`config.mk`:
```
export PLATFORM = sky130hd
export DESIGN_NAME = hslink_endpoint
export DESIGN_NICKNAME = d
export VERILOG_FILES = /design/src/rtl/hslink_pkg.sv /design/src/rtl/hslink_sync.sv /design/src/rtl/hslink_arb.sv /design/src/rtl/hslink_tx.sv /design/src/rtl/hslink_rx.sv /design/src/rtl/hslink_endpoint.sv
export SDC_FILE = /design/constraint.sdc
export NUM_CORES = 1
export LEC_CHECK = 0
export BUFFER_PORTS_ARGS = -buffer_cell sky130_fd_sc_hd__buf_2
export CAP_MARGIN = 40
export CORE_MARGIN = 3
export CORE_UTILIZATION = 50
export CTS_CLUSTER_DIAMETER = 120
export DETAILED_ROUTE_END_ITERATION = 10
export PLACE_DENSITY = 0.87
export SYNTH_ARGS = -nofsm -noshare
export SYNTH_HDL_FRONTEND = slang
export SYNTH_SLANG_ARGS = --single-unit
```
`constraint.sdc`:
```
create_clock -name clk -period 1.51 [get_ports clk]
set_input_delay 0.302 -clock clk [delete_from_list [all_inputs] [get_ports clk]]
set_output_delay 0.302 -clock clk [all_outputs]
set_load 0.005 [all_outputs]
```
`src/rtl/hslink_pkg.sv`:
```
// Shared state encodings for the half-duplex link endpoint.
// Assumes nothing beyond the importing modules using these names.
package hslink_pkg;

    // Ownership role of one endpoint on the shared link
    typedef enum logic [1:0] {
        ROLE_IDLE,
        ROLE_REQ,
        ROLE_OWN,
        ROLE_RECV
    } role_e;

    // Sending handshake phase
    typedef enum logic [1:0] {
        TX_IDLE,
        TX_SETUP,
        TX_STB,
        TX_REL
    } tx_st_e;

    // Receiving handshake phase
    typedef enum logic [1:0] {
        RX_WAIT,
        RX_HOLD,
        RX_ACK
    } rx_st_e;

endpackage

```
`src/rtl/hslink_sync.sv`:
```
// Multi-flop synchronizer for the incoming control lines.
// Assumes every bit is an independent level signal; no bus coherence is given.
module hslink_sync #(
    parameter int W      = 3,
    parameter int STAGES = 2
) (
    input  logic         clk,
    input  logic         rst_n,
    input  logic [W-1:0] d,
    output logic [W-1:0] q
);

    logic [W-1:0] pipe [STAGES];

    // Shift the raw inputs through STAGES flops
    always_ff @(posedge clk) begin
        if (!rst_n) begin
            for (int i = 0; i < STAGES; i++) pipe[i] <= '0;
        end else begin
            pipe[0] <= d;
            for (int i = 1; i < STAGES; i++) pipe[i] <= pipe[i-1];
        end
    end

    assign q = pipe[STAGES-1];

endmodule

```
`src/rtl/hslink_arb.sv`:
```
// Link ownership arbiter. A request raises attention and waits GRANT_WAIT
// cycles. If the peer's attention is seen during that wait, a secondary end
// withdraws and becomes receiver; a primary end ignores it and takes the link.
// Assumes GRANT_WAIT covers the round trip through both synchronizers.
module hslink_arb
    import hslink_pkg::*;
#(
    parameter bit PRIMARY    = 1'b1,
    parameter int GRANT_WAIT = 8
) (
    input  logic  clk,
    input  logic  rst_n,
    input  logic  tx_want,
    input  logic  att_s,
    input  logic  tx_done,
    input  logic  rx_idle,
    output role_e role,
    output logic  att_o
);

    localparam int CW = $clog2(GRANT_WAIT + 1);

    logic [CW-1:0] wait_cnt;

    // Role transitions and the attention line
    always_ff @(posedge clk) begin
        if (!rst_n) begin
            role     <= ROLE_IDLE;
            att_o    <= 1'b0;
            wait_cnt <= '0;
        end else begin
            case (role)
                ROLE_IDLE: begin
                    if (att_s) begin
                        role <= ROLE_RECV;
                    end else if (tx_want) begin
                        role     <= ROLE_REQ;
                        att_o    <= 1'b1;
                        wait_cnt <= '0;
                    end
                end
                ROLE_REQ: begin
                    if (att_s && !PRIMARY) begin
                        role  <= ROLE_RECV;
                        att_o <= 1'b0;
                    end else if (wait_cnt == CW'(GRANT_WAIT - 1)) begin
                        role <= ROLE_OWN;
                    end else begin
                        wait_cnt <= wait_cnt + CW'(1);
                    end
                end
                ROLE_OWN: begin
                    if (tx_done) begin
                        role  <= ROLE_IDLE;
                        att_o <= 1'b0;
                    end
                end
                ROLE_RECV: begin
                    if (!att_s && rx_idle) role <= ROLE_IDLE;
                end
                default: role <= ROLE_IDLE;
            endcase
        end
    end

endmodule

```
`src/rtl/hslink_tx.sv`:
```
// Sending handshake engine. Takes local bytes only while enabled (link owned).
// The first byte of a packet is the length; the engine reports done once the
// peer has released its acknowledge for the last data byte.
// Assumes ack_s is already synchronized.
module hslink_tx
    import hslink_pkg::*;
#(
    parameter int DW = 8
) (
    input  logic          clk,
    input  logic          rst_n,
    input  logic          en,
    input  logic          tx_valid,
    output logic          tx_ready,
    input  logic [DW-1:0] tx_data,
    input  logic          ack_s,
    output logic          stb_o,
    output logic [DW-1:0] bus_o,
    output logic          done
);

    localparam int CW = DW + 1;

    tx_st_e        st;
    logic [CW-1:0] rem;
    logic          in_pkt;
    logic          last;

    assign tx_ready = en && (st == TX_IDLE);
    assign done     = (st == TX_REL) && !ack_s && last;

    // Byte loading, strobe sequencing and packet length counting
    always_ff @(posedge clk) begin
        if (!rst_n) begin
            st     <= TX_IDLE;
            stb_o  <= 1'b0;
            bus_o  <= '0;
            rem    <= '0;
            in_pkt <= 1'b0;
            last   <= 1'b0;
        end else begin
            case (st)
                TX_IDLE: begin
                    if (tx_ready && tx_valid) begin
                        bus_o <= tx_data;
                        st    <= TX_SETUP;
                        if (!in_pkt) begin
                            in_pkt <= 1'b1;
                            last   <= 1'b0;
                            rem    <= (tx_data == '0) ? {1'b1, {DW{1'b0}}}
                                                      : {1'b0, tx_data};
                        end else begin
                            rem  <= rem - CW'(1);
                            last <= (rem == CW'(1));
                        end
                    end
                end
                TX_SETUP: begin
                    stb_o <= 1'b1;
                    st    <= TX_STB;
                end
                TX_STB: begin
                    if (ack_s) begin
                        stb_o <= 1'b0;
                        st    <= TX_REL;
                    end
                end
                TX_REL: begin
                    if (!ack_s) begin
                        st <= TX_IDLE;
                        if (last) begin
                            in_pkt <= 1'b0;
                            last   <= 1'b0;
                        end
                    end
                end
                default: st <= TX_IDLE;
            endcase
        end
    end

endmodule

```
`src/rtl/hslink_rx.sv`:
```
// Receiving handshake engine. Latches the bus once the synchronized strobe is
// high. A length byte is used internally and acknowledged at once; a data byte
// is held on the local stream and acknowledged only after it is accepted.
// Assumes the sender keeps the data stable from before its strobe until the
// acknowledge is seen.
module hslink_rx
    import hslink_pkg::*;
#(
    parameter int DW = 8
) (
    input  logic          clk,
    input  logic          rst_n,
    input  logic          en,
    input  logic          stb_s,
    input  logic [DW-1:0] bus_i,
    input  logic          rx_ready,
    output logic          ack_o,
    output logic          rx_valid,
    output logic [DW-1:0] rx_data,
    output logic          rx_sop,
    output logic          rx_eop,
    output logic          pkt_active,
    output logic          pkt_start,
    output logic          idle
);

    localparam int CW = DW + 1;

    rx_st_e        st;
    logic [CW-1:0] rem;
    logic          first;

    assign idle = (st == RX_WAIT) && !pkt_active;

    // Byte capture, local hand-off and acknowledge sequencing
    always_ff @(posedge clk) begin
        if (!rst_n) begin
            st         <= RX_WAIT;
            ack_o      <= 1'b0;
            rx_valid   <= 1'b0;
            rx_data    <= '0;
            rx_sop     <= 1'b0;
            rx_eop     <= 1'b0;
            pkt_active <= 1'b0;
            pkt_start  <= 1'b0;
            rem        <= '0;
            first      <= 1'b0;
        end else begin
            pkt_start <= 1'b0;
            case (st)
                RX_WAIT: begin
                    if (en && stb_s) begin
                        if (!pkt_active) begin
                            pkt_active <= 1'b1;
                            pkt_start  <= 1'b1;
                            first      <= 1'b1;
                            rem        <= (bus_i == '0) ? {1'b1, {DW{1'b0}}}
                                                        : {1'b0, bus_i};
                            ack_o      <= 1'b1;
                            st         <= RX_ACK;
                        end else begin
                            rx_data  <= bus_i;
                            rx_valid <= 1'b1;
                            rx_sop   <= first;
                            rx_eop   <= (rem == CW'(1));
                            st       <= RX_HOLD;
                        end
                    end
                end
                RX_HOLD: begin
                    if (rx_ready) begin
                        rx_valid <= 1'b0;
                        ack_o    <= 1'b1;
                        first    <= 1'b0;
                        rem      <= rem - CW'(1);
                        if (rx_eop) pkt_active <= 1'b0;
                        st       <= RX_ACK;
                    end
                end
                RX_ACK: begin
                    if (!stb_s) begin
                        ack_o <= 1'b0;
                        st    <= RX_WAIT;
                    end
                end
                default: st <= RX_WAIT;
            endcase
        end
    end

endmodule

```
`src/rtl/hslink_endpoint.sv`:
```
// One end of a symmetric half-duplex byte link. Joins the synchronizer, the
// ownership arbiter and the two handshake engines. Its data wires reach the
// peer through an external transceiver controlled by ln_dir_o.
// Assumes the peer is another instance with the opposite PRIMARY setting and
// the same SYNC_STAGES.
module hslink_endpoint
    import hslink_pkg::*;
#(
    parameter int DATA_W      = 8,
    parameter bit PRIMARY     = 1'b1,
    parameter int SYNC_STAGES = 2
) (
    input  logic              clk,
    input  logic              rst_n,
    input  logic              tx_valid,
    output logic              tx_ready,
    input  logic [DATA_W-1:0] tx_data,
    output logic              rx_valid,
    input  logic              rx_ready,
    output logic [DATA_W-1:0] rx_data,
    output logic              rx_sop,
    output logic              rx_eop,
    output logic              rx_pkt_active,
    output logic              irq,
    input  logic [DATA_W-1:0] ln_data_i,
    output logic [DATA_W-1:0] ln_data_o,
    output logic              ln_dir_o,
    output logic              ln_stb_o,
    input  logic              ln_stb_i,
    output logic              ln_ack_o,
    input  logic              ln_ack_i,
    output logic              ln_att_o,
    input  logic              ln_att_i
);

    localparam int GRANT_WAIT = 2 * SYNC_STAGES + 4;

    logic [2:0] sync_q;
    logic       att_s;
    logic       stb_s;
    logic       ack_s;
    role_e      role;
    logic       own;
    logic       recv;
    logic       tx_done;
    logic       rx_idle;
    logic       pkt_start;

    hslink_sync #(.W(3), .STAGES(SYNC_STAGES)) u_sync (
        .clk   (clk),
        .rst_n (rst_n),
        .d     ({ln_att_i, ln_stb_i, ln_ack_i}),
        .q     (sync_q)
    );

    assign {att_s, stb_s, ack_s} = sync_q;
    assign own  = (role == ROLE_OWN);
    assign recv = (role == ROLE_RECV);

    hslink_arb #(.PRIMARY(PRIMARY), .GRANT_WAIT(GRANT_WAIT)) u_arb (
        .clk     (clk),
        .rst_n   (rst_n),
        .tx_want (tx_valid),
        .att_s   (att_s),
        .tx_done (tx_done),
        .rx_idle (rx_idle),
        .role    (role),
        .att_o   (ln_att_o)
    );

    hslink_tx #(.DW(DATA_W)) u_tx (
        .clk      (clk),
        .rst_n    (rst_n),
        .en       (own),
        .tx_valid (tx_valid),
        .tx_ready (tx_ready),
        .tx_data  (tx_data),
        .ack_s    (ack_s),
        .stb_o    (ln_stb_o),
        .bus_o    (ln_data_o),
        .done     (tx_done)
    );

    hslink_rx #(.DW(DATA_W)) u_rx (
        .clk        (clk),
        .rst_n      (rst_n),
        .en         (recv),
        .stb_s      (stb_s),
        .bus_i      (ln_data_i),
        .rx_ready   (rx_ready),
        .ack_o      (ln_ack_o),
        .rx_valid   (rx_valid),
        .rx_data    (rx_data),
        .rx_sop     (rx_sop),
        .rx_eop     (rx_eop),
        .pkt_active (rx_pkt_active),
        .pkt_start  (pkt_start),
        .idle       (rx_idle)
    );

    assign irq      = pkt_start;
    assign ln_dir_o = own;

endmodule

```
==> results of run 1 <==
[routing by layer]
metal / wire (um) / vias up / track usage
li1: - / 1480 / -
met1: 3650 / 1522 / 0.296
met2: 4560 / 187 / 0.424
met3: 662 / 37 / 0.0705
met4: 293 / 0 / 0.121
met5: 0 / - / 0
[stage by stage]
step	utilization	TNS [ps]	area, um2	hold slack [ps]
global placement	0.635	-34.6	3540	417
global route	0.756	-1880	4220	166
finish	0.756	-648	4220	169
CTS	0.702	-99.9	3910	158
floorplan	-	-51.0	2950	412
detailed placement	0.635	-341	3540	427
[repair_timing]
| item | in CTS | in global routing |
|---|---|---|
| buffers inserted | 8 | 16 |
| gates resized for setup | 25 | 61 |
| cloned | 1 | 0 |
| setup endpoints to repair | 17 | 30 |
| pin swaps | 9 | 20 |
| hold buffers | 0 | 0 |
[sequential cells by signal, summed over array words and instances, names as in the netlist]
signal and cells:
u_tx.in_pkt 1, u_tx.last 1, u_rx.rx_valid 1, u_rx.ack_o 1, u_rx.st 2, u_sync.pipe 6, u_tx.stb_o 1, u_tx.st 2
u_tx.bus_o 8, u_rx.rx_eop 1, u_rx.pkt_start 1, u_arb.wait_cnt 4, u_rx.pkt_active 1, u_arb.role 2, u_rx.rx_sop 1, u_rx.rx_data 8
u_tx.rem 9, u_arb.att_o 1, u_rx.rem 9, u_rx.first 1
[layout by cell type (no fill, tap or decap), drive strengths merged, types with 3 or more instances in the layout]
| cell | instances |
|---|---|
| o22ai | 6 |
| nand3 | 7 |
| nor2 | 34 |
| and2 | 9 |
| nor4 | 7 |
| dfxtp | 61 |
| mux2i | 10 |
| inv | 11 |
| buf | 117 |
| nand2 | 39 |
| a21oi | 38 |
| mux2 | 3 |
| and3 | 3 |
| o211ai | 4 |
| o21ai | 18 |
| clkbuf | 12 |
| a31oi | 5 |
| or4 | 4 |
| nor3 | 12 |
| nor3b | 5 |
| nor2b | 4 |
| or3 | 4 |
| ha | 9 |
| o31ai | 3 |
[worst max-delay path by stage]
stage / to / slack [ps] / cells after the start
final: u_tx.rem[7] / -150 / 7
after global routing: u_tx.rem[7] / -220 / 7
after CTS: u_arb.role[1] / -30 / 3
after detailed placement: u_tx.st[0] / -80 / 7
after global placement: u_arb.role[1] / -30 / 3
after floorplan: u_arb.role[1] / -30 / 3
[layout make-up]
type / count / area [um2] / share of cell area
clock buffers: 12 / 155 / 0.0368
flip-flops and latches: 61 / 1240 / 0.295
well taps: 72 / 90.1 / 0.0214
multi-input cells: 257 / 1790 / 0.425
inverters: 11 / 48.8 / 0.0116
clock inverters: 4 / 70.1 / 0.0166
repair buffers: 117 / 816 / 0.194
[logic make-up after synthesis]
family | after synthesis | synth area share
AOI/OAI and AO/OA | 93 | 0.197
adders and majority gates | 9 | 0.0388
buffers and inverters | 29 | 0.0383
DFF | 61 | 0.421
muxes | 14 | 0.0539
and+or+nand+nor | 141 | 0.251
[critical path: stages, from the launching register on]
cell and delay, ps:
dfxtp_4 370, inv_4 60, ha_4 140, nand4b_1 200
buf_6 210, nor4_1 300, o21ai_1 120, a31oi_1 190
[report_power, final]
group / internal, mW / total (mW) / switching (mW)
combinational: 0.290 / 0.559 / 0.270
clock: 1.01 / 1.67 / 0.651
sequential: 1.66 / 1.70 / 0.0464
==> summary.md, run 1 <==
| Metric | Value |
|---|---|
| Sequential cell area fraction in the yosys report | 0.421 |
| Leading area contributor after synthesis | dfxtp_1 |
| Power Density | 932 nW/um2 |
| FP Rows | 27 |
| Worst reg2reg path depth | 7 |
| DIE HEIGHT | 82.2 um |
| WS Path Type | reg -> reg |
| Yosys cell types | 50 |
| Max Root-Sink Buffers | 2 |
| Area share of the largest cell type after synthesis | 0.421 |
| Total GRT Usage | 0.253 |
| Nets@finish | 489 |
| Seq cells post-synth | 61 |
| CTS tree | done |
| Crit Path Max Fanout | 7 |
| Leakage | 1.77 nW |
| Antenna diodes | 0 |
| Layout Cells excl Fill | 534 |
| Largest net degree at the start of global routing | 33 |
| CTS Root Cell | clkbuf_8 |
| Slew @ Worst Pin | 545 ps |
| Initial Util | 0.521 |
| Max VDD drop | 0.000680 V |
| Cts bufs inserted | 9 |
| Failing checks | setup timing |
| Dpl hpwl | 5190 um |
| R2R Setup Slk | -150 ps |
| Reg2reg start | u_tx.st[0] |
| Worst setup path start | u_tx.st[0] |
| Core ar. | 5570 um2 |
| Initial detailed-routing violation count | 315 |
| Fmax | 602 MHz |
| Slew Limit Headroom | 0.636 |
| Routed wire length | 9170 um |
| Area contributors post-synth | dfxtp_1, a21oi_1, nand2_1 |
| DRC Markers | 0 |
| Async set or reset register ratio after synthesis | 0 |
| Layout cell share with drive strength beyond 1 | 0.424 |
| Status | complete, but fails checks |
| Initial antenna violation count | 0 |
| Port Buffer Count | 48 |
| Fin crit period | 1660 ps |
| Count leader, synth | dfxtp_1 |
| # IOs | 49 |
| H-tree depth | 3 |
| Final Hold Viols | 0 |
| Hold Path Depth | 2 |
| Vias per cell | 6.04 |
| Fin Clk Skew | 8.40 ps |
| FILL cells | 352 |
| Average size of a mapped cell | 8.37 um2 |
| Syn nets | 379 |
| Post-synth EDFFs | 0 |
| Slew Viols, Final | 0 |
| DR pass1 iterations | 5 |
| Post-route setup slack | -151 ps |
| DIE WIDTH | 82.2 um |
| Clk sink count | 61 |
| Setup Slack @ Placement | -82.6 ps |
| HP Class | in -> reg |
| Cells after DPL | 493 |
| Unrepaired setup endpoints after global routing | true |
| Gr ovfl total | 0 |
| Worst-Skew Late Latency | 340 ps |
| R2r endpoint | u_tx.rem[7] |
| Gate Count Post-Synth | 347 |
| Leading cell types by count after synthesis | dfxtp_1, nand2_1, a21oi_1, nor2_1, o21ai_0 |
| Maxcap violations | 0 |
| Startpoint Class | flop |
| Routability Congestion | 0.857 |
| Number of global-route vias before repair | 2934 |
| Vias | 3226 |
| Synthesized area | 2900 um2 |
| DIE AREA | 6760 um2 |
| Reg clk slew, reported paths | 70 ps |
| Synth warn | 0 |
| Ys flop type | dfxtp_1 |
| Crit end category | flop |
| Final period util | 1.10 |
| Hold endpoint | u_sync.pipe[0][0] |
| CP arrival | 1930 ps |
| HP Start | ln_ack_i |
| Area growth, synth to finish | 45.2% |
| WP data required | 1780 ps |
| WL per Instance | 17.2 um |
| First-pass GRT wire length | 13300 um |
| Overall power | 3.93 mW |
| Post-DRT Antenna Nets | 0 |
| Setup violations, final | 13 |
Power figures use the tool's default switching activity.
==> inputs of run 2 (changes only) <==
Settings changed: CTS_CLUSTER_SIZE set to 40, SKIP_CTS_REPAIR_TIMING set to 1.
==> summary.md, run 2 (synthesis results as in run 1) <==
| Metric | Value |
|---|---|
| First-pass GRT wire length | 12100 um |
| Dpl hpwl | 5190 um |
| Gr ovfl total | 0 |
| Reg2reg start | u_rx.rem[0] |
| # IOs | 49 |
| Vias | 3050 |
| Routability Congestion | 0.857 |
| Routed wire length | 8240 um |
| HP Class | in -> reg |
| Fin crit period | 1560 ps |
| Slew Viols, Final | 0 |
| Final period util | 1.04 |
| DR pass1 iterations | 5 |
| Power Density | 952 nW/um2 |
| Vias per cell | 5.84 |
| Setup violations, final | 4 |
| Leakage | 1.69 nW |
| Core ar. | 5570 um2 |
| DIE AREA | 6760 um2 |
| Post-DRT Antenna Nets | 0 |
| Unrepaired setup endpoints after global routing | true |
| Final Hold Viols | 0 |
| H-tree depth | 3 |
| Total GRT Usage | 0.230 |
| Final instance area | 4060 um2 |
| HP Start | ln_ack_i |
| Layout cell share with drive strength beyond 1 | 0.398 |
| DIE WIDTH | 82.2 um |
| Initial detailed-routing violation count | 294 |
| WS Path Type | reg -> reg |
| Cells after DPL | 493 |
| Max VDD drop | 0.000673 V |
| Worst Hold Margin | 161 ps |
| Hold endpoint | u_sync.pipe[0][0] |
| Hold Path Depth | 2 |
| WP data required | 1750 ps |
| DRC Markers | 0 |
| DIE HEIGHT | 82.2 um |
| Post-route setup slack | -54.6 ps |
| Overall power | 3.87 mW |
| CP arrival | 1800 ps |
| Area growth, synth to finish | 39.9% |
| Reg clk slew, reported paths | 70 ps |
| R2r endpoint | u_rx.rem[8] |
| Largest net degree at the start of global routing | 33 |
| Maxcap violations | 0 |
| CTS Root Cell | clkbuf_8 |
| Fmax | 639 MHz |
| Cts bufs inserted | 9 |
| Top flop regs | u_rx.rem x9, u_tx.rem x9 |
| Clk sink count | 61 |
| Startpoint Class | flop |
| Final setup TNS | -136 ps |
| Commonest non-fill, non-tap cells in the layout | buf_4, buf_2, dfxtp_1 |
| Initial Util | 0.521 |
| Port Buffer Count | 48 |
| Placed Area | 3540 um2 |
| Worst-Skew Late Latency | 350 ps |
| Fin Clk Skew | 8.74 ps |
| FILL cells | 381 |
| Max Root-Sink Buffers | 2 |
| Nets@finish | 477 |
| R2R Setup Slk | -50 ps |
| Failing checks | setup timing |
| Layout Cells excl Fill | 522 |
| Crit end category | flop |
| WL per Instance | 15.8 um |
| Slew Limit Headroom | 0.709 |
| Worst reg2reg path depth | 6 |
| Slew @ Worst Pin | 436 ps |
| Crit Path Max Fanout | 4 |
| Antenna diodes | 0 |
| Initial antenna violation count | 0 |
| CTS tree | done |
| FP Rows | 27 |
| Status | complete, but fails checks |
| Number of global-route vias before repair | 2754 |
| Commonest non-fill, non-tap cell in the layout | buf_4 |
-- run 2: changes by cell type in the layout (fill, tap and decap cells not counted), moves of 2 or more --
| cell | change |
|---|---|
| buf_4 | -8 |
| dfxtp_1 | -4 |
| dfxtp_2 | +4 |
| buf_6 | -3 |
| o21ai_0 | +3 |
| o21ai_1 | -3 |
| a22oi_1 | +2 |
| a22oi_2 | -2 |
| nand2_1 | +2 |
| nand2_2 | -2 |
| nor3_4 | -2 |
-- run 2: routing by layer --
layer	track usage	up-vias	wire length, um
met2	0.393	127	4140
met4	0.0880	0	108
met3	0.0607	18	521
met1	0.275	1454	3470
li1	-	1451	-
met5	0	-	0
-- run 2: worst max path at each step --
stage	startpoint	endpoint	cells past startpoint
floorplan	u_sync.pipe[0][5]	u_arb.role[1]	3
global placement	u_sync.pipe[0][5]	u_arb.role[1]	3
detailed placement	u_tx.st[0]	u_tx.st[0]	7
CTS	u_arb.role[1]	tx_ready	5
global route	u_rx.rem[0]	u_rx.rem[8]	6
finish	u_rx.rem[0]	u_rx.rem[8]	6
-- run 2: power breakdown --
part,internal (mW),switching [mW]
clock network,1.01,0.660
registers,1.66,0.0464
logic,0.248,0.239
total,2.92,0.946
-- run 2: area by class of cell --
cell class              count  area, um2  area share
well taps                  72       90.1      0.0222
flip-flops and latches     61       1250       0.307
inverters                  11       46.3      0.0114
clock inverters             4       70.1      0.0173
multi-input cells         257       1740       0.429
repair buffers            105        707       0.174
clock buffers              12        155      0.0382
-- run 2: per-stage QoR --
| stage | setup WS (ps) | util |
|---|---|---|
| detailed placement | -82.6 | 0.635 |
| global placement | -28.0 | 0.635 |
| CTS | -262 | 0.676 |
| finish | -54.6 | 0.729 |
| floorplan | -32.0 | - |
| global route | -99.0 | 0.729 |
-- run 2: worst max-delay path: stages (launching register included) --
cell and delay [ps]:
dfxtp_2 330, inv_2 80, ha_4 140, or3b_4 370, or3_4 330, a21oi_2 120
o22ai_1 70
==> inputs of run 3 (changes only) <==
Settings changed: BUFFER_PORTS_ARGS -buffer_cell sky130_fd_sc_hd__buf_2 to -buffer_cell sky130_fd_sc_hd__clkbuf_2.
==> summary.md, run 3 (synthesis results as in run 1) <==
| Metric | Value |
|---|---|
| Status | complete, but fails checks |
| CTS tree | done |
| Layout cell share with drive strength beyond 1 | 0.388 |
| Commonest non-fill, non-tap cells in the layout | buf_4, dfxtp_1, clkbuf_2 |
| Worst Hold Margin | 163 ps |
| Dpl hpwl | 5270 um |
| Initial detailed-routing violation count | 272 |
| Worst-Skew Late Latency | 350 ps |
| Routed wire length | 8660 um |
| Startpoint Class | flop |
| Initial antenna violation count | 0 |
| Placed Area | 3510 um2 |
| Cells after DPL | 489 |
| Final Hold Viols | 0 |
| FP Rows | 27 |
| CP Cell Sequence | inv_4 > ha_4 > nand4b_1 > buf_6 > a221oi_4 > nor2_1 > nor3_1 |
| Cts bufs inserted | 9 |
| Fmax | 622 MHz |
| DIE HEIGHT | 82.2 um |
| Max Root-Sink Buffers | 2 |
| Final period util | 1.07 |
| Setup Slack @ Placement | -79.5 ps |
| Routability Congestion | 0.883 |
| Antenna diodes | 0 |
| WP data required | 1780 ps |
| Maxcap violations | 0 |
| Core ar. | 5570 um2 |
| Final setup TNS | -654 ps |
| Fin Clk Skew | 10.0 ps |
| Unrepaired setup endpoints after global routing | true |
| Largest net degree at the start of global routing | 32 |
| Overall power | 3.84 mW |
| Setup violations, final | 13 |
| Slew @ Worst Pin | 533 ps |
| First-pass GRT wire length | 12100 um |
| Gr ovfl total | 0 |
| Nets@finish | 478 |
| Max VDD drop | 0.000884 V |
| H-tree depth | 3 |
| HP Class | in -> reg |
| Top flop regs | u_rx.rem x9, u_tx.rem x9 |
| FILL cells | 395 |
| DIE WIDTH | 82.2 um |
| Layout Cells excl Fill | 523 |
| DIE AREA | 6760 um2 |
| Leakage | 1.68 nW |
| HP Start | ln_att_i |
| Failing checks | setup timing |
| Crit end category | flop |
| DR pass1 iterations | 5 |
| # IOs | 49 |
| Initial Util | 0.521 |
| Clk sink count | 61 |
| CTS Root Cell | clkbuf_8 |
| Slew Viols, Final | 0 |
| Post-route setup slack | -98.3 ps |
| CP arrival | 1880 ps |
| Final instance area | 4080 um2 |
| Vias | 3137 |
| Port Buffer Count | 48 |
| Vias per cell | 6.00 |
| Max incr delay on CP | 360 ps |
| Crit Path Max Fanout | 7 |
| Area growth, synth to finish | 40.6% |
| Fin crit period | 1610 ps |
| Total GRT Usage | 0.231 |
| Number of global-route vias before repair | 2710 |
| CP max stage cell | dfxtp_4 |
| Slew Limit Headroom | 0.644 |
| WS Path Type | reg -> reg |
| Reg2reg start | u_tx.st[0] |
| Post-DRT Antenna Nets | 0 |
| Reg clk slew, reported paths | 70 ps |
| WL per Instance | 16.6 um |
| Power Density | 940 nW/um2 |
| Final Util | 0.732 |
| DRC Markers | 0 |
| Worst setup path start | u_tx.st[0] |
-- run 3: path summary, 6_finish.rpt --
kind	endpoint	slack, ps	depth (start not counted)
worst min register to register	u_sync.pipe[0][4]	430	1
worst max register to register	u_tx.st[0]	-100	7
worst max-delay path	u_tx.st[0]	-100	7
worst min-delay path	u_sync.pipe[0][2]	160	2
-- run 3: layout make-up --
cell class	instances	area, um2	area share
repair buffers	106	712	0.174
well taps	72	90.1	0.0221
clock buffers	12	155	0.0380
multi-input cells	257	1770	0.434
flip-flops and latches	61	1240	0.304
clock inverters	4	70.1	0.0172
inverters	11	43.8	0.0107
-- run 3: per-layer routing --
metal | share of wire | GRT usage | vias up
met1 | 0.39 | 0.264 | 1492
met3 | 0.063 | 0.0748 | 39
li1 | - | - | 1456
met4 | 0.024 | 0.0615 | 0
met5 | 0 | 0 | -
met2 | 0.52 | 0.410 | 150
-- run 3: worst max-delay path, delay by kind of cell (launching register included) --
kind / cells / cell delay, ps
fa+ha+maj: 1 / 160
simple gates: 3 / 470
flops: 1 / 360
buf+inv: 2 / 280
compound gates: 1 / 260
-- run 3: where the power goes --
group / internal [mW] / switching [mW] / leakage [nW] / total (mW)
registers: 1.66 / 0.0407 / 0.499 / 1.70
clock network: 1.01 / 0.630 / 0.116 / 1.64
logic: 0.248 / 0.248 / 1.06 / 0.496
total: 2.92 / 0.918 / 1.68 / 3.84
